### src/rtl/wdk_pkg.sv
package wdk_pkg;
  localparam int ADDR_W = 3;

  localparam logic [ADDR_W-1:0] A_SYSCFG = 3'd0;
  localparam logic [ADDR_W-1:0] A_CTRL   = 3'd1;
  localparam logic [ADDR_W-1:0] A_COUNT  = 3'd2;
  localparam logic [ADDR_W-1:0] A_LOAD   = 3'd3;
  localparam logic [ADDR_W-1:0] A_TRIG   = 3'd4;
  localparam logic [ADDR_W-1:0] A_PEND   = 3'd5;
  localparam logic [ADDR_W-1:0] A_KEYS   = 3'd6;

  // posted slots and their bit in the pending bitmap
  localparam int NSLOT   = 4;
  localparam int SL_CTRL = 0;
  localparam int SL_LOAD = 1;
  localparam int SL_TRIG = 2;
  localparam int SL_KEYS = 3;
  localparam int PEND_W  = 5;
  localparam int SLOT_BIT [NSLOT] = '{0, 2, 3, 4};

  // control register fields
  localparam int CTRL_PTV_LSB = 2;
  localparam int CTRL_PRE_BIT = 5;

  // key words
  localparam logic [15:0] KEY_ARM1 = 16'hBBBB;
  localparam logic [15:0] KEY_ARM2 = 16'h4444;
  localparam logic [15:0] KEY_DIS1 = 16'hAAAA;
  localparam logic [15:0] KEY_DIS2 = 16'h5555;

  typedef enum logic [1:0] {KS_IDLE, KS_ARM1, KS_DIS1} wdk_key_e;
endpackage

### src/rtl/wdk_posted.sv
module wdk_posted #(
  parameter int DW         = 32,
  parameter int HOLD_TICKS = 2
) (
  input  logic          clk,
  input  logic          rst,
  input  logic          tick,
  input  logic          wr_en,
  input  logic [DW-1:0] wr_data,
  output logic          busy,
  output logic          commit,
  output logic [DW-1:0] data
);
  localparam int RW = $clog2(HOLD_TICKS + 1);

  logic [RW-1:0] remain;

  always_ff @(posedge clk) begin
    if (rst) begin
      busy   <= 1'b0;
      commit <= 1'b0;
      data   <= '0;
      remain <= '0;
    end else begin
      commit <= 1'b0;
      if (!busy) begin
        if (wr_en) begin
          busy   <= 1'b1;
          data   <= wr_data;
          remain <= RW'(HOLD_TICKS);
        end
      end else if (tick) begin
        if (remain == RW'(1)) begin
          busy   <= 1'b0;
          commit <= 1'b1;
        end
        remain <= remain - 1'b1;
      end
    end
  end

  // a write arriving while busy leaves the staged word untouched
  a_r6_drop_when_busy: assert property (@(posedge clk) disable iff (rst)
    busy && wr_en |=> $stable(data));

  // a commit only ends a pending period
  a_r5_commit_ends_pending: assert property (@(posedge clk) disable iff (rst)
    commit |-> $past(busy) && !busy);
endmodule

### src/rtl/wdk_keyseq.sv
module wdk_keyseq
  import wdk_pkg::*;
#(
  parameter int DW = 32
) (
  input  logic          clk,
  input  logic          rst,
  input  logic          commit,
  input  logic [DW-1:0] word,
  output logic          armed
);
  wdk_key_e state;

  always_ff @(posedge clk) begin
    if (rst) begin
      state <= KS_IDLE;
      armed <= 1'b0;
    end else if (commit) begin
      case (state)
        KS_IDLE: begin
          if (word == DW'(KEY_ARM1))      state <= KS_ARM1;
          else if (word == DW'(KEY_DIS1)) state <= KS_DIS1;
        end
        KS_ARM1: begin
          if (word == DW'(KEY_ARM2)) armed <= 1'b1;
          state <= KS_IDLE;
        end
        KS_DIS1: begin
          if (word == DW'(KEY_DIS2)) armed <= 1'b0;
          state <= KS_IDLE;
        end
        default: state <= KS_IDLE;
      endcase
    end
  end

  // enable state moves only when a key word is committed
  a_r4_armed_only_on_commit: assert property (@(posedge clk) disable iff (rst)
    !commit |=> $stable(armed));

  // arming needs the first arm key beforehand
  a_r2_arm_after_first_key: assert property (@(posedge clk) disable iff (rst)
    $rose(armed) |-> $past(state) == KS_ARM1);

  // disarming needs the first disarm key beforehand
  a_r3_disarm_after_first_key: assert property (@(posedge clk) disable iff (rst)
    $fell(armed) |-> $past(state) == KS_DIS1);
endmodule

### src/rtl/wdk_counter.sv
module wdk_counter #(
  parameter int CNT_W = 32,
  parameter int PTV_W = 3
) (
  input  logic             clk,
  input  logic             rst,
  input  logic             tick,
  input  logic             run,
  input  logic             pre_en,
  input  logic [PTV_W-1:0] ptv,
  input  logic             reload,
  input  logic [CNT_W-1:0] load_val,
  output logic [CNT_W-1:0] cnt,
  output logic             wrap
);
  localparam int PRE_W = (1 << PTV_W) - 1;

  logic [PRE_W-1:0] pre_cnt;
  logic [PRE_W-1:0] pre_lim;
  logic             pre_hit;

  assign pre_lim = (PRE_W'(1) << ptv) - PRE_W'(1);
  assign pre_hit = !pre_en || (pre_cnt >= pre_lim);

  always_ff @(posedge clk) begin
    if (rst) begin
      cnt     <= '0;
      pre_cnt <= '0;
      wrap    <= 1'b0;
    end else begin
      wrap <= 1'b0;
      if (reload) begin
        cnt     <= load_val;
        pre_cnt <= '0;
      end else if (tick && run) begin
        if (pre_hit) begin
          pre_cnt <= '0;
          if (cnt == {CNT_W{1'b1}}) begin
            cnt  <= load_val;
            wrap <= 1'b1;
          end else begin
            cnt <= cnt + 1'b1;
          end
        end else begin
          pre_cnt <= pre_cnt + 1'b1;
        end
      end
    end
  end

  // the reset request lasts a single clock
  a_r9_single_pulse: assert property (@(posedge clk) disable iff (rst)
    wrap |=> !wrap);

  // a request follows an all-ones count and lands on the load value
  a_r9_wrap_from_max: assert property (@(posedge clk) disable iff (rst)
    wrap |-> ($past(cnt) == {CNT_W{1'b1}}) && (cnt == $past(load_val)));

  // a stopped counter holds unless reloaded
  a_r11_hold_when_stopped: assert property (@(posedge clk) disable iff (rst)
    !run && !reload |=> $stable(cnt));
endmodule

### src/rtl/wdog_keyed.sv
module wdog_keyed
  import wdk_pkg::*;
#(
  parameter int DATA_W     = 32,
  parameter int CNT_W      = 32,
  parameter int PTV_W      = 3,
  parameter int HOLD_TICKS = 2
) (
  input  logic              clk,
  input  logic              rst,
  input  logic              slow_tick,
  input  logic              bus_sel,
  input  logic              bus_we,
  input  logic [ADDR_W-1:0] bus_addr,
  input  logic [DATA_W-1:0] bus_wdata,
  output logic [DATA_W-1:0] bus_rdata,
  output logic              rst_req
);
  logic              wr_stb;
  logic              rd_stb;
  logic [NSLOT-1:0]  slot_wr;
  logic [NSLOT-1:0]  slot_busy;
  logic [NSLOT-1:0]  slot_commit;
  logic [DATA_W-1:0] slot_data [NSLOT];
  logic [PEND_W-1:0] pend;

  logic              cfg_autogate;
  logic              pre_en_q;
  logic [PTV_W-1:0]  ptv_q;
  logic [CNT_W-1:0]  load_q;
  logic [DATA_W-1:0] last_trig;
  logic              armed;
  logic              reload;
  logic [CNT_W-1:0]  cnt;
  logic [DATA_W-1:0] rd_mux;
  logic [DATA_W-1:0] ctrl_word;
  logic [DATA_W-1:0] load_word;
  logic              unused_sink;

  assign wr_stb = bus_sel && bus_we;
  assign rd_stb = bus_sel && !bus_we;

  always_comb begin
    slot_wr          = '0;
    slot_wr[SL_CTRL] = wr_stb && (bus_addr == A_CTRL);
    slot_wr[SL_LOAD] = wr_stb && (bus_addr == A_LOAD);
    slot_wr[SL_TRIG] = wr_stb && (bus_addr == A_TRIG);
    slot_wr[SL_KEYS] = wr_stb && (bus_addr == A_KEYS);
  end

  for (genvar g = 0; g < NSLOT; g++) begin : g_slot
    wdk_posted #(.DW(DATA_W), .HOLD_TICKS(HOLD_TICKS)) u_post (
      .clk     (clk),
      .rst     (rst),
      .tick    (slow_tick),
      .wr_en   (slot_wr[g]),
      .wr_data (bus_wdata),
      .busy    (slot_busy[g]),
      .commit  (slot_commit[g]),
      .data    (slot_data[g])
    );
  end

  always_comb begin
    pend = '0;
    for (int i = 0; i < NSLOT; i++) pend[SLOT_BIT[i]] = slot_busy[i];
  end

  assign ctrl_word = slot_data[SL_CTRL];
  assign load_word = slot_data[SL_LOAD];

  always_ff @(posedge clk) begin
    if (rst) begin
      cfg_autogate <= 1'b0;
      pre_en_q     <= 1'b0;
      ptv_q        <= '0;
      load_q       <= '0;
      last_trig    <= '0;
    end else begin
      if (wr_stb && (bus_addr == A_SYSCFG)) cfg_autogate <= bus_wdata[0];
      if (slot_commit[SL_CTRL]) begin
        pre_en_q <= ctrl_word[CTRL_PRE_BIT];
        ptv_q    <= ctrl_word[CTRL_PTV_LSB +: PTV_W];
      end
      if (slot_commit[SL_LOAD]) load_q <= load_word[CNT_W-1:0];
      if (slot_commit[SL_TRIG]) last_trig <= slot_data[SL_TRIG];
    end
  end

  assign reload = slot_commit[SL_TRIG] && (slot_data[SL_TRIG] != last_trig);

  wdk_keyseq #(.DW(DATA_W)) u_keys (
    .clk    (clk),
    .rst    (rst),
    .commit (slot_commit[SL_KEYS]),
    .word   (slot_data[SL_KEYS]),
    .armed  (armed)
  );

  wdk_counter #(.CNT_W(CNT_W), .PTV_W(PTV_W)) u_cnt (
    .clk      (clk),
    .rst      (rst),
    .tick     (slow_tick),
    .run      (armed),
    .pre_en   (pre_en_q),
    .ptv      (ptv_q),
    .reload   (reload),
    .load_val (load_q),
    .cnt      (cnt),
    .wrap     (rst_req)
  );

  always_comb begin
    rd_mux = '0;
    case (bus_addr)
      A_SYSCFG: rd_mux[0] = cfg_autogate;
      A_CTRL: begin
        rd_mux[CTRL_PRE_BIT]               = pre_en_q;
        rd_mux[CTRL_PTV_LSB +: PTV_W]      = ptv_q;
      end
      A_COUNT:  rd_mux = DATA_W'(cnt);
      A_LOAD:   rd_mux = DATA_W'(load_q);
      A_PEND:   rd_mux = DATA_W'(pend);
      default:  rd_mux = '0;
    endcase
  end

  always_ff @(posedge clk) begin
    if (rst)         bus_rdata <= '0;
    else if (rd_stb) bus_rdata <= rd_mux;
  end

  assign unused_sink = ^{ctrl_word, load_word};

  // the configuration bit moves only on a write to its address
  a_r10_cfg_only_on_write: assert property (@(posedge clk) disable iff (rst)
    !(wr_stb && (bus_addr == A_SYSCFG)) |=> $stable(cfg_autogate));

  // a trigger that repeats the last value leaves the stored value alone
  a_r7_trig_tracks_commit: assert property (@(posedge clk) disable iff (rst)
    !slot_commit[SL_TRIG] |=> $stable(last_trig));

  // committed control fields change only on a control commit
  a_r8_ctrl_on_commit: assert property (@(posedge clk) disable iff (rst)
    !slot_commit[SL_CTRL] |=> $stable(pre_en_q) && $stable(ptv_q));
endmodule

### config.mk
export PLATFORM = sky130hd
export DESIGN_NAME = wdog_keyed
export DESIGN_NICKNAME = d
export VERILOG_FILES = /design/src/rtl/wdk_pkg.sv /design/src/rtl/wdk_posted.sv /design/src/rtl/wdk_keyseq.sv /design/src/rtl/wdk_counter.sv /design/src/rtl/wdog_keyed.sv
export SDC_FILE = /design/constraint.sdc
export NUM_CORES = 1
export LEC_CHECK = 0
export BUFFER_PORTS_ARGS = -buffer_cell sky130_fd_sc_hd__buf_2
export CORE_ASPECT_RATIO = 1.4
export CORE_UTILIZATION = 55
export CTS_BUF_LIST = sky130_fd_sc_hd__clkbuf_8
export CTS_CLUSTER_SIZE = 12
export DETAILED_ROUTE_END_ITERATION = 8
export GPL_TIMING_DRIVEN = 0
export PLACE_DENSITY = 0.76
export SYNTH_ARGS = -nofsm -noshare
export SYNTH_HDL_FRONTEND = slang
export SYNTH_SLANG_ARGS = --single-unit
### constraint.sdc
create_clock -name clk -period 2.8 [get_ports clk]
set_input_delay 0.56 -clock clk [delete_from_list [all_inputs] [get_ports clk]]
set_output_delay 0.56 -clock clk [all_outputs]
set_load 0.03 [all_outputs]
==> metrics.cfg, run 1 <==
[sta]
finalSetupTns_ns=0
number_of_endpoints_with_negative_hold_slack_in_the_final_report=0
part_of_the_cycle_the_worst_path_needs_pct=96.85
hold-worst-slack_ns=0.2715
worst_slew_pin_slew_ns=1.048
report.final.setup_viol=0
maxSlewViolCount=0
fmax_mhz=368.8
finalCriticalPeriod_ns=2.712
max-slew-margin-rel_pct=29.51
rsz0062_at_grt=false
worst_clock_skew_on_the_final_layout_ns=0.02109

[power_and_ir_drop]
leakage_nw=4.656
seq_power_share_pct=52.4
internal-power_w=0.005453
combPwrFrac_pct=5.4
power.switching_fraction_pct=24.32
power_density_nw_per_um2=568.4
totalPowerFinal_w=0.007206
vdd_ir_drop_max_v=0.0004795
switchingPower_w=0.001753
clk_pwr_share_pct=42.2

[clock_tree]
cts.hold.buffers_added=0
clk_transition_reported_paths_ns=0.06
num_cts_buffers=40
tritoncts_num_sinks=260
ctsRootBufferMaster=clkbuf_8
worst_skew_late_latency_ns=0.55
clock_tree.buffer_depth=3
cts_htree_levels=2
tritoncts=yes

[placed_design]
io_buffers=70
globalplace.congestion=0.9616
detailed_place_hpwl_um=22470

[setup_path]
critical_path.cell_chain=xor2_1 > nor4_1 > nand4_1 > o21ai_2 > buf_4 > nand2_1 > a22oi_1 > nor2_1
ff2ff_path_depth=8
r2r_slack_ns=0.09
arrival_ns=3.12
cpMaxStageDelayCell=o21ai_2
worstPathRequired_ns=3.21
setup.worst_path.class=reg2reg
worst-path-buf-inv=1
path_delay_family=simple AND/OR/NAND/NOR gates
end_kind=flop
launch_point_of_the_critical_path=g_slot[2].u_post.data[5]
crit_end=u_cnt.cnt[12]
rr_startpoint=g_slot[2].u_post.data[5]
launching_element_type_of_the_critical_path=flop
cpPeakStageDelay_ns=0.44
worstSetupPathDepth=8
worst-path-max-fanout=10
rr_endpoint=u_cnt.cnt[12]

[route]
average_vias_per_placed_instance=5.792
drt.antenna.violating_nets=0
drt-total-wl_um=30480
drt-pass1-iter-count=5
via_count=9841
drtIter0Drc=804
detail_route.wl_per_cell_um=17.94
drt_drc_violations_left=0

[yosys]
mappedNetlistNets=1361
synth_top_area_share_pct=46.59
post_synth.cell_area_avg_um2=8.560
netlist_top_cells_area=dfxtp_1 47%, nand2_1 8.3%, mux2i_1 7.0%
ys_seq_elements=260
postSynth.topFlopCell=dfxtp_1
synth.yosys.warnings=0
synth-async-reset-ratio_pct=0
synth_largest_area_cell=dfxtp_1
synthCells=1305
post_synth_instance_area_um2=11170
synth-edff-count=0
ys_seq_area_share_pct=46.59
synth_cell_types=73

[final_layout]
filler_cell_count=1708
area_growth_syn_to_layout_pct=13.49
mostFrequentLayoutCell=dfxtp_1
fraction_of_layout_instances_using_a_drive_strength_above_1_pct=11.54
nNetsFinal=1476
commonest_cells_after_routing_fill_and_taps_aside=258 x dfxtp_1, 245 x nand2_1, 154 x nor2_1
antennaDiodeCount=0

[outcome]
outcome=completed

[worst_hold_path]
hold_path_class=in2reg

[global_route]
grt_start_max_net_pins=11
grt_pass1_vias=9640
grt_first_pass_wirelength_um=48690
overall_fraction_of_global_route_tracks_in_use_pct=29.83
overflow=0
initial_antenna_violation_count=0

[die]
initial_core_util_pct=56.08
core_box_area_um2=19920
io_pins=73
row_count=61
vert_die_dim_um=170.6
die_w_um=122.4
die_area_um2=20890

[job]
cap_viol_max_count=0

[timing repair]
action,CTS,global route
setup buffers,3,0
resized for setup,6,8
pin swaps,2,5
setup endpoints to repair,37,30
[worst register-to-register path: stages, from the launching register on]
cell	delay [ns]
dfxtp_1	0.34
xor2_1	0.23
nor4_1	0.43
nand4_1	0.23
o21ai_2	0.44
buf_4	0.30
nand2_1	0.29
a22oi_1	0.28
nor2_1	0.06
[layout make-up]
cell class                 count  area (µm²)  share of cell area, %
buffer                        87       360.3                  2.842
inverter                      12       45.04                 0.3553
multi-input combinational    946        5602                  44.19
tap                          252       315.3                  2.487
sequential                   260        5207                  41.08
clock buffer                  50       688.2                  5.428
timing repair buffer          73       376.6                  2.971
clock inverter                19       82.58                 0.6514
[metrics by stage]
| step | cells | area, µm² | utilization (%) | worst slack (ns) |
|---|---|---|---|---|
| floorplan | 1305 | 11170 | - | 0.1618 |
| global placement | 1627 | 11840 | 59.42 | -0.3381 |
| detailed placement | 1627 | 11840 | 59.42 | -0.3601 |
| CTS | 1699 | 12650 | 63.52 | 0.002587 |
| global route | 1699 | 12680 | 63.64 | 0.001230 |
| finish | 1699 | 12680 | 63.64 | 0.08827 |
[synthesized netlist by cell type (9+ instances only)]
cell	instances
inv_1	12
dfxtp_1	260
xor2_1	36
buf_1	9
a21oi_1	120
ha_1	16
nor2_1	154
nand2_1	246
nand3_1	19
a22o_1	9
xnor2_1	12
nor3_1	9
a211oi_1	34
o21ai_0	17
nand4_1	16
clkbuf_1	67
mux2i_1	78
nor4_1	16
a22oi_1	38
[cell families after synthesis]
logic type               Yosys count  share of synthesized area (%)
flip-flops                       260                          46.59
AND/OR/NAND/NOR                  525                          21.16
buffers and inverters             99                          3.550
XOR/XNOR                          48                          3.763
AO/OA/AOI/OAI                    276                          15.85
adder cells (fa/ha/maj)           16                          1.792
multiplexers                      81                          7.292
[how the worst min path moves through the flow]
stage	depth (start not counted)	startpoint	slack [ns]	end
3_5_place_dp	2	g_slot[3].u_post.data[17]	0.45	g_slot[3].u_post.data[17]
5_1_grt	3	bus_wdata[25]	0.27	g_slot[3].u_post.data[25]
6_report	3	bus_wdata[31]	0.27	g_slot[1].u_post.data[31]
4_1_cts	3	bus_wdata[31]	0.26	g_slot[1].u_post.data[31]
3_3_place_gp	2	g_slot[3].u_post.data[23]	0.44	g_slot[3].u_post.data[23]
2_1_floorplan	2	g_slot[1].u_post.data[0]	0.44	g_slot[1].u_post.data[0]
[sequential cells by signal, indices dropped and copies added (netlist names)]
name                  count
g_slot.u_post.remain      8
bus_rdata                32
g_slot.u_post.data      100
u_cnt.cnt                32
last_trig                32
load_q                   32
ptv_q                     3
u_cnt.wrap                1
u_keys.armed              1
g_slot.u_post.commit      4
u_cnt.pre_cnt             7
g_slot.u_post.busy        4
u_keys.state              2
cfg_autogate              1
pre_en_q                  1
[routing by layer]
metal	global-route usage [%]	share of wire, %	vias to the layer above
li1	-	-	4783
met5	0	0	-
met2	52.96	50	354
met1	33.33	39	4596
met4	17.02	5.4	0
met3	4.767	5.6	108
[power by group through the flow]
stage                     sequential [W]  clock (W)  combinational, W
after floorplan                  0.00390          0          0.000175
after global routing             0.00378    0.00326          0.000419
final                            0.00378    0.00304          0.000388
after global placement           0.00386          0          0.000380
after detailed placement         0.00386          0          0.000383
after CTS                        0.00378    0.00307          0.000385
No activity file was read; power rests on OpenSTA's default activity.
==> run 2, diff against run 1 <==
==> constraint.sdc (replaced) <==
create_clock -name clk -period 2.8 [get_ports clk]
set_input_delay 0.14 -clock clk [delete_from_list [all_inputs] [get_ports clk]]
set_output_delay 0.14 -clock clk [all_outputs]
set_load 0.03 [all_outputs]
==> run 2 against run 1 <==
Net effect:
- maximum frequency rose by 0.81%
- worst setup slack improved by 0.022 ns
- global-route usage rose by 0.58 points
- wire length rose by 1.8%
- worst hold slack got worse by 0.19 ns
- core utilization rose by 1.6 points
- sequential power barely moved
- sequential share of layout area fell by 1.0 points
- count of clock-buffer cells in the layout did not move
- cell area rose by 2.5%
- clock power barely moved
- highest routed layer unchanged
==> metrics.cfg, run 2 (synthesis gave the netlist of run 1 again) <==
[sta]
hold-worst-slack_ns=0.07896  ; -0.1925 ns
report.final.setup_viol=0  ; unchanged
maxSlewViolCount=0  ; unchanged
worst_clock_skew_on_the_final_layout_ns=0.01977  ; -0.001327 ns
rsz0062_at_grt=false
finalCriticalPeriod_ns=2.690  ; -0.02180 ns
part_of_the_cycle_the_worst_path_needs_pct=96.07  ; -0.78 points
worst_slew_pin_slew_ns=1.053  ; +0.005240 ns
number_of_endpoints_with_negative_hold_slack_in_the_final_report=0  ; unchanged
finalWorstSetupSlack_ns=0.1101  ; +0.02180 ns
fmax_mhz=371.8  ; +0.81%
max-slew-margin-rel_pct=29.15  ; -0.35 points

[route]
drtIter0Drc=852  ; +6.0%
drt.antenna.violating_nets=0  ; unchanged
detail_route.wl_per_cell_um=17.92  ; about the same
average_vias_per_placed_instance=5.812  ; +0.35%
drt-pass1-iter-count=6  ; +1
drt_drc_violations_left=0  ; unchanged
via_count=10060  ; +2.2%
drt-total-wl_um=31030  ; +1.8%

[setup_path]
worst-path-buf-inv=2  ; +1
setup.worst_path.class=reg2reg
worst-path-max-fanout=9  ; -1
arrival_ns=3.15  ; +0.03 ns
rr_startpoint=ptv_q[0]
launching_element_type_of_the_critical_path=flop
critical_path.cell_chain=or3_1 > ha_1 > nand2b_1 > a2111oi_4 > o21ai_2 > and2_1 > buf_4 > a21oi_4 > buf_6 > nor2_1 > a311oi_1
cpMaxStageDelayCell=or3_1
path_delay_family=compound AO/OA/AOI/OAI gates
launch_point_of_the_critical_path=ptv_q[0]
cpPeakStageDelay_ns=0.37  ; -0.07 ns
end_kind=flop
worstPathRequired_ns=3.26  ; +0.05 ns

[final_layout]
nNetsFinal=1508  ; +2.2%
max_flop_register=g_slot.u_post.data
largest_register_ff_count=100  ; unchanged
fraction_of_layout_instances_using_a_drive_strength_above_1_pct=11.29  ; -0.25 points
commonest_cells_after_routing_fill_and_taps_aside=258 x dfxtp_1, 245 x nand2_1, 154 x nor2_1
final_area_um2=13000  ; +2.5%
mostFrequentLayoutCell=dfxtp_1
antennaDiodeCount=0  ; unchanged
area_growth_syn_to_layout_pct=16.35

[clock_tree]
worst_skew_late_latency_ns=0.55  ; about the same
cts_htree_levels=2  ; unchanged
clk_transition_reported_paths_ns=0.06  ; about the same
tritoncts_num_sinks=260  ; unchanged
num_cts_buffers=40  ; unchanged
tritoncts=yes
clock_tree.buffer_depth=3  ; unchanged
ctsRootBufferMaster=clkbuf_8

[power_and_ir_drop]
vdd_ir_drop_max_v=0.0004797  ; about the same
internal-power_w=0.005483  ; +0.54%
leakage_nw=4.789  ; +2.9%
combPwrFrac_pct=5.9  ; +0.5 points
switchingPower_w=0.001754  ; about the same
seq_power_share_pct=52.2  ; -0.2 points
power_density_nw_per_um2=556.7  ; -2.1%
clk_pwr_share_pct=41.9  ; -0.3 points
power.switching_fraction_pct=24.23  ; -0.089 points

[global_route]
grt_first_pass_wirelength_um=49690  ; +2.1%
overall_fraction_of_global_route_tracks_in_use_pct=30.41  ; +0.58 points
grt_pass1_vias=9853  ; +2.2%
grt_start_max_net_pins=11  ; unchanged
overflow=0  ; unchanged
initial_antenna_violation_count=0  ; unchanged

[placed_design]
detailed_place_hpwl_um=22470  ; unchanged
globalplace.congestion=0.9616  ; unchanged
postPlaceCellArea_um2=11840  ; unchanged
io_buffers=70  ; unchanged
dpl_worst_slack_ns=-0.3601  ; unchanged

[outcome]
outcome=completed

[job]
cap_viol_max_count=0  ; unchanged

[worst_hold_path]
hold_start=bus_addr[2]
hold_path_class=in2reg

[die]
io_pins=73  ; unchanged
die_area_um2=20890  ; unchanged
row_count=61  ; unchanged
core_box_area_um2=19920  ; unchanged
vert_die_dim_um=170.6  ; unchanged
die_w_um=122.4  ; unchanged
initial_core_util_pct=56.08  ; unchanged

## run 2: what timing repair did
action                     in CTS  in global routing
hold buffers                   32                  0
gates resized for setup         6                  8
setup buffers                   3                  0
setup endpoints to repair      37                 30
hold endpoints to repair      101                  0
pin swaps                       2                  5
## run 2: power groups by stage
| stage | Combinational, W | Sequential (W) | Clock [W] |
|---|---|---|---|
| 2_1_floorplan | 0.000175 | 0.00390 | 0 |
| 3_3_place_gp | 0.000380 | 0.00386 | 0 |
| 3_5_place_dp | 0.000383 | 0.00386 | 0 |
| 4_1_cts | 0.000419 | 0.00378 | 0.00307 |
| 5_1_grt | 0.000458 | 0.00378 | 0.00326 |
| 6_report | 0.000426 | 0.00378 | 0.00303 |
## run 2: tightest hold or removal path: cells and delay by family
kind / cells / cell delay [ns]
AND/OR/NAND/NOR: 2 / 0.24
buffers and inverters: 1 / 0.13
AO/OA/AOI/OAI: 1 / 0.05
## run 2: stage by stage
stage | TNS [ns] | total power (W) | instances | utilization, %
5_1_grt | 0 | 0.007501 | 1731 | 65.25
4_1_cts | 0 | 0.007269 | 1731 | 65.13
3_3_place_gp | -5.909 | 0.004236 | 1627 | 59.42
2_1_floorplan | 0 | 0.004078 | 1305 | -
6_report | 0 | 0.007236 | 1731 | 65.25
3_5_place_dp | -6.979 | 0.004241 | 1627 | 59.42
## run 2: path summary, 6_finish.rpt
check	endpoint	slack, ns	cells after the start
worst max-delay path	u_cnt.cnt[7]	0.11	11
worst min-delay path	g_slot[1].u_post.data[13]	0.08	4
worst max register to register	u_cnt.cnt[7]	0.11	11
worst min register to register	g_slot[3].u_post.data[17]	0.45	2
## run 2: area by class of cell
cell class / instances / area, µm²
multi-input cells: 946 / 5602
clock inverters: 19 / 82.58
plain buffers: 87 / 360.3
repair buffers: 105 / 696.9
flip-flops and latches: 260 / 5207
clock buffers: 50 / 688.2
inverters: 12 / 45.04
well taps: 252 / 315.3
fillers: 1656 / 6923
## run 2: metal layers
layer	vias to the layer above	part of all wire, %	GRT usage [%]	wire length (µm)
li1	4852	-	-	-
met1	4698	39	33.88	12000
met2	391	50	54.13	15530
met3	120	5.7	4.800	1759
met4	0	5.6	17.39	1737
met5	-	0	0	0
==> run 3, diff against run 2 <==
--- a/config.mk
+++ b/config.mk
@@ -7,6 +7,7 @@
 export LEC_CHECK = 0
 export BUFFER_PORTS_ARGS = -buffer_cell sky130_fd_sc_hd__buf_2
 export CORE_ASPECT_RATIO = 1.4
+export CORE_MARGIN = 10
 export CORE_UTILIZATION = 55
 export CTS_BUF_LIST = sky130_fd_sc_hd__clkbuf_8
 export CTS_CLUSTER_SIZE = 12
==> run 3 against run 2 <==
Net effect:
- worst setup slack worse by 0.041 ns
- count of clock-buffer cells in the layout is 3 lower
- maximum frequency down 1.5%
- clock power is essentially flat
- wire length rose by 2.5%
- first-iteration DRC count grew 0.70%
- register-to-register slack lost 0.04 ns
- sequential power is essentially flat
- clock skew shrank 0.0064 ns
- cell area about the same
==> metrics.cfg, run 3 (synthesis gave the netlist of run 1 again) <==
[outcome]
outcome=completed

[final_layout]
max_flop_register=g_slot.u_post.data
register_area_um2=5210  ; about the same
post_layout_nonfiller_instances=1735  ; +0.23%
nNetsFinal=1511  ; +0.20%
largest_register_ff_count=100  ; unchanged
multi_input_comb_area_um2=5607  ; about the same
commonest_cells_after_routing_fill_and_taps_aside=258 x dfxtp_1, 246 x nand2_1, 154 x nor2_1
mostFrequentLayoutCell=dfxtp_1
final_area_um2=13010  ; about the same
fraction_of_layout_instances_using_a_drive_strength_above_1_pct=11.67  ; +0.38 points
area_growth_syn_to_layout_pct=16.43  ; about the same
filler_cell_count=1722  ; +4.0%

[global_route]
initial_antenna_violation_count=1  ; +1
grt_pass1_vias=10060  ; +2.1%
grt_start_max_net_pins=11  ; unchanged
grt_first_pass_wirelength_um=51280  ; +3.2%
overflow=0  ; unchanged
overall_fraction_of_global_route_tracks_in_use_pct=23.27  ; -7.1 points

[sta]
max-slew-margin-rel_pct=27.87  ; -1.3 points
fmax_mhz=366.2  ; -1.5%
maxSlewViolCount=0  ; unchanged
finalWorstSetupSlack_ns=0.06901  ; -0.04106 ns
number_of_endpoints_with_negative_hold_slack_in_the_final_report=0  ; unchanged
report.final.setup_viol=0  ; unchanged
worst_slew_pin_slew_ns=1.072  ; +0.01902 ns
finalCriticalPeriod_ns=2.731  ; +0.04106 ns
part_of_the_cycle_the_worst_path_needs_pct=97.54  ; +1.5 points
worst_clock_skew_on_the_final_layout_ns=0.01342  ; -0.006351 ns

[setup_path]
worstPathRequired_ns=3.23  ; -0.03 ns
arrival_ns=3.16  ; about the same
setup.worst_path.class=reg2reg
end_kind=flop
worst-path-max-fanout=10  ; +1
launching_element_type_of_the_critical_path=flop

[die]
die_w_um=140.4  ; +15%
vert_die_dim_um=188.6  ; +11%
row_count=61  ; unchanged
die_area_um2=26490  ; +27%
core_box_area_um2=19920  ; unchanged
initial_core_util_pct=56.08  ; unchanged
io_pins=73  ; unchanged

[power_and_ir_drop]
leakage_nw=4.805  ; +0.32%
vdd_ir_drop_max_v=0.0003586  ; -25%
power_density_nw_per_um2=553.6  ; -0.56%

[placed_design]
postPlaceCellArea_um2=11840  ; unchanged
dpl_worst_slack_ns=-0.3836  ; -0.02342 ns
io_buffers=70  ; unchanged
detailed_place_hpwl_um=23220  ; +3.4%
globalplace.congestion=0.9428  ; -2.0%
placedCellCount=1627  ; unchanged

[route]
via_count=10060  ; unchanged
drt.antenna.violating_nets=0  ; unchanged
drt_drc_violations_left=0  ; unchanged
average_vias_per_placed_instance=5.799  ; -0.23%
drtIter0Drc=858  ; +0.70%
drt-total-wl_um=31820  ; +2.5%
drt-pass1-iter-count=6  ; unchanged
detail_route.wl_per_cell_um=18.34  ; +2.3%

[clock_tree]
worst_skew_late_latency_ns=0.55  ; about the same
ctsRootBufferMaster=clkbuf_8
tritoncts_num_sinks=260  ; unchanged
cts_htree_levels=2  ; unchanged
clock_tree.buffer_depth=3  ; unchanged
tritoncts=yes
clk_transition_reported_paths_ns=0.07  ; about the same
num_cts_buffers=40  ; unchanged

[job]
cap_viol_max_count=0  ; unchanged

[worst_hold_path]
hold_path_class=in2reg

==> run 3: critical path, stage by stage, from the launching register on <==
cell       delay (ns)
dfxtp_4          0.37
or3_1            0.37
ha_1             0.28
nand2b_4         0.15
a2111oi_4        0.36
o21ai_2          0.15
and2_1           0.18
buf_6            0.14
a21oi_4          0.15
buf_4            0.14
nor2_4           0.07
a22o_1           0.26
==> run 3: final cells by class <==
class,count,area share (%)
antenna,1,0.01924
buffer,87,2.799
clock buffer,47,4.974
clock inverter,22,0.7696
inverter,12,0.3463
multi-input combinational,946,43.11
sequential,260,40.06
tap,252,2.424
timing repair buffer,108,5.503
==> run 3: repair_timing <==
item	4_1_cts	5_1_grt
pin swaps	3	7
gates resized for setup	2	13
hold endpoints to repair	101	0
hold buffers	32	0
setup buffers	5	1
setup endpoints to repair	37	33
==> run 3: per-stage QoR <==
stage | util (%) | total power (W) | hold slack [ns] | setup TNS (ns)
floorplan | - | 0.004078 | 0.2760 | 0
global placement | 59.42 | 0.004239 | 0.4137 | -6.383
detailed placement | 59.42 | 0.004243 | 0.4183 | -7.223
CTS | 64.99 | 0.007227 | 0.04261 | 0
global route | 65.29 | 0.007450 | 0.08608 | -0.1734
finish | 65.29 | 0.007200 | 0.06642 | 0
==> run 3: where the power goes <==
group / internal, W / switching (W)
registers: 0.00375 / 0.0000281
clock network: 0.00153 / 0.00147
logic: 0.000134 / 0.000292
==> run 3: per-layer routing <==
layer / wire, µm / track usage (%)
met5: 0 / 0
met2: 15870 / 40.89
met3: 1802 / 4.001
met1: 12180 / 25.28
met4: 1958 / 14.41
==> run 3: final timing paths <==
check	from	to	slack [ns]	cells after the start
setup / recovery	ptv_q[0]	u_cnt.cnt[13]	0.07	11
hold / removal	bus_addr[2]	g_slot[1].u_post.data[13]	0.07	4
setup reg to reg	ptv_q[0]	u_cnt.cnt[13]	0.07	11
hold reg to reg	g_slot[1].u_post.data[29]	g_slot[1].u_post.data[29]	0.46	2
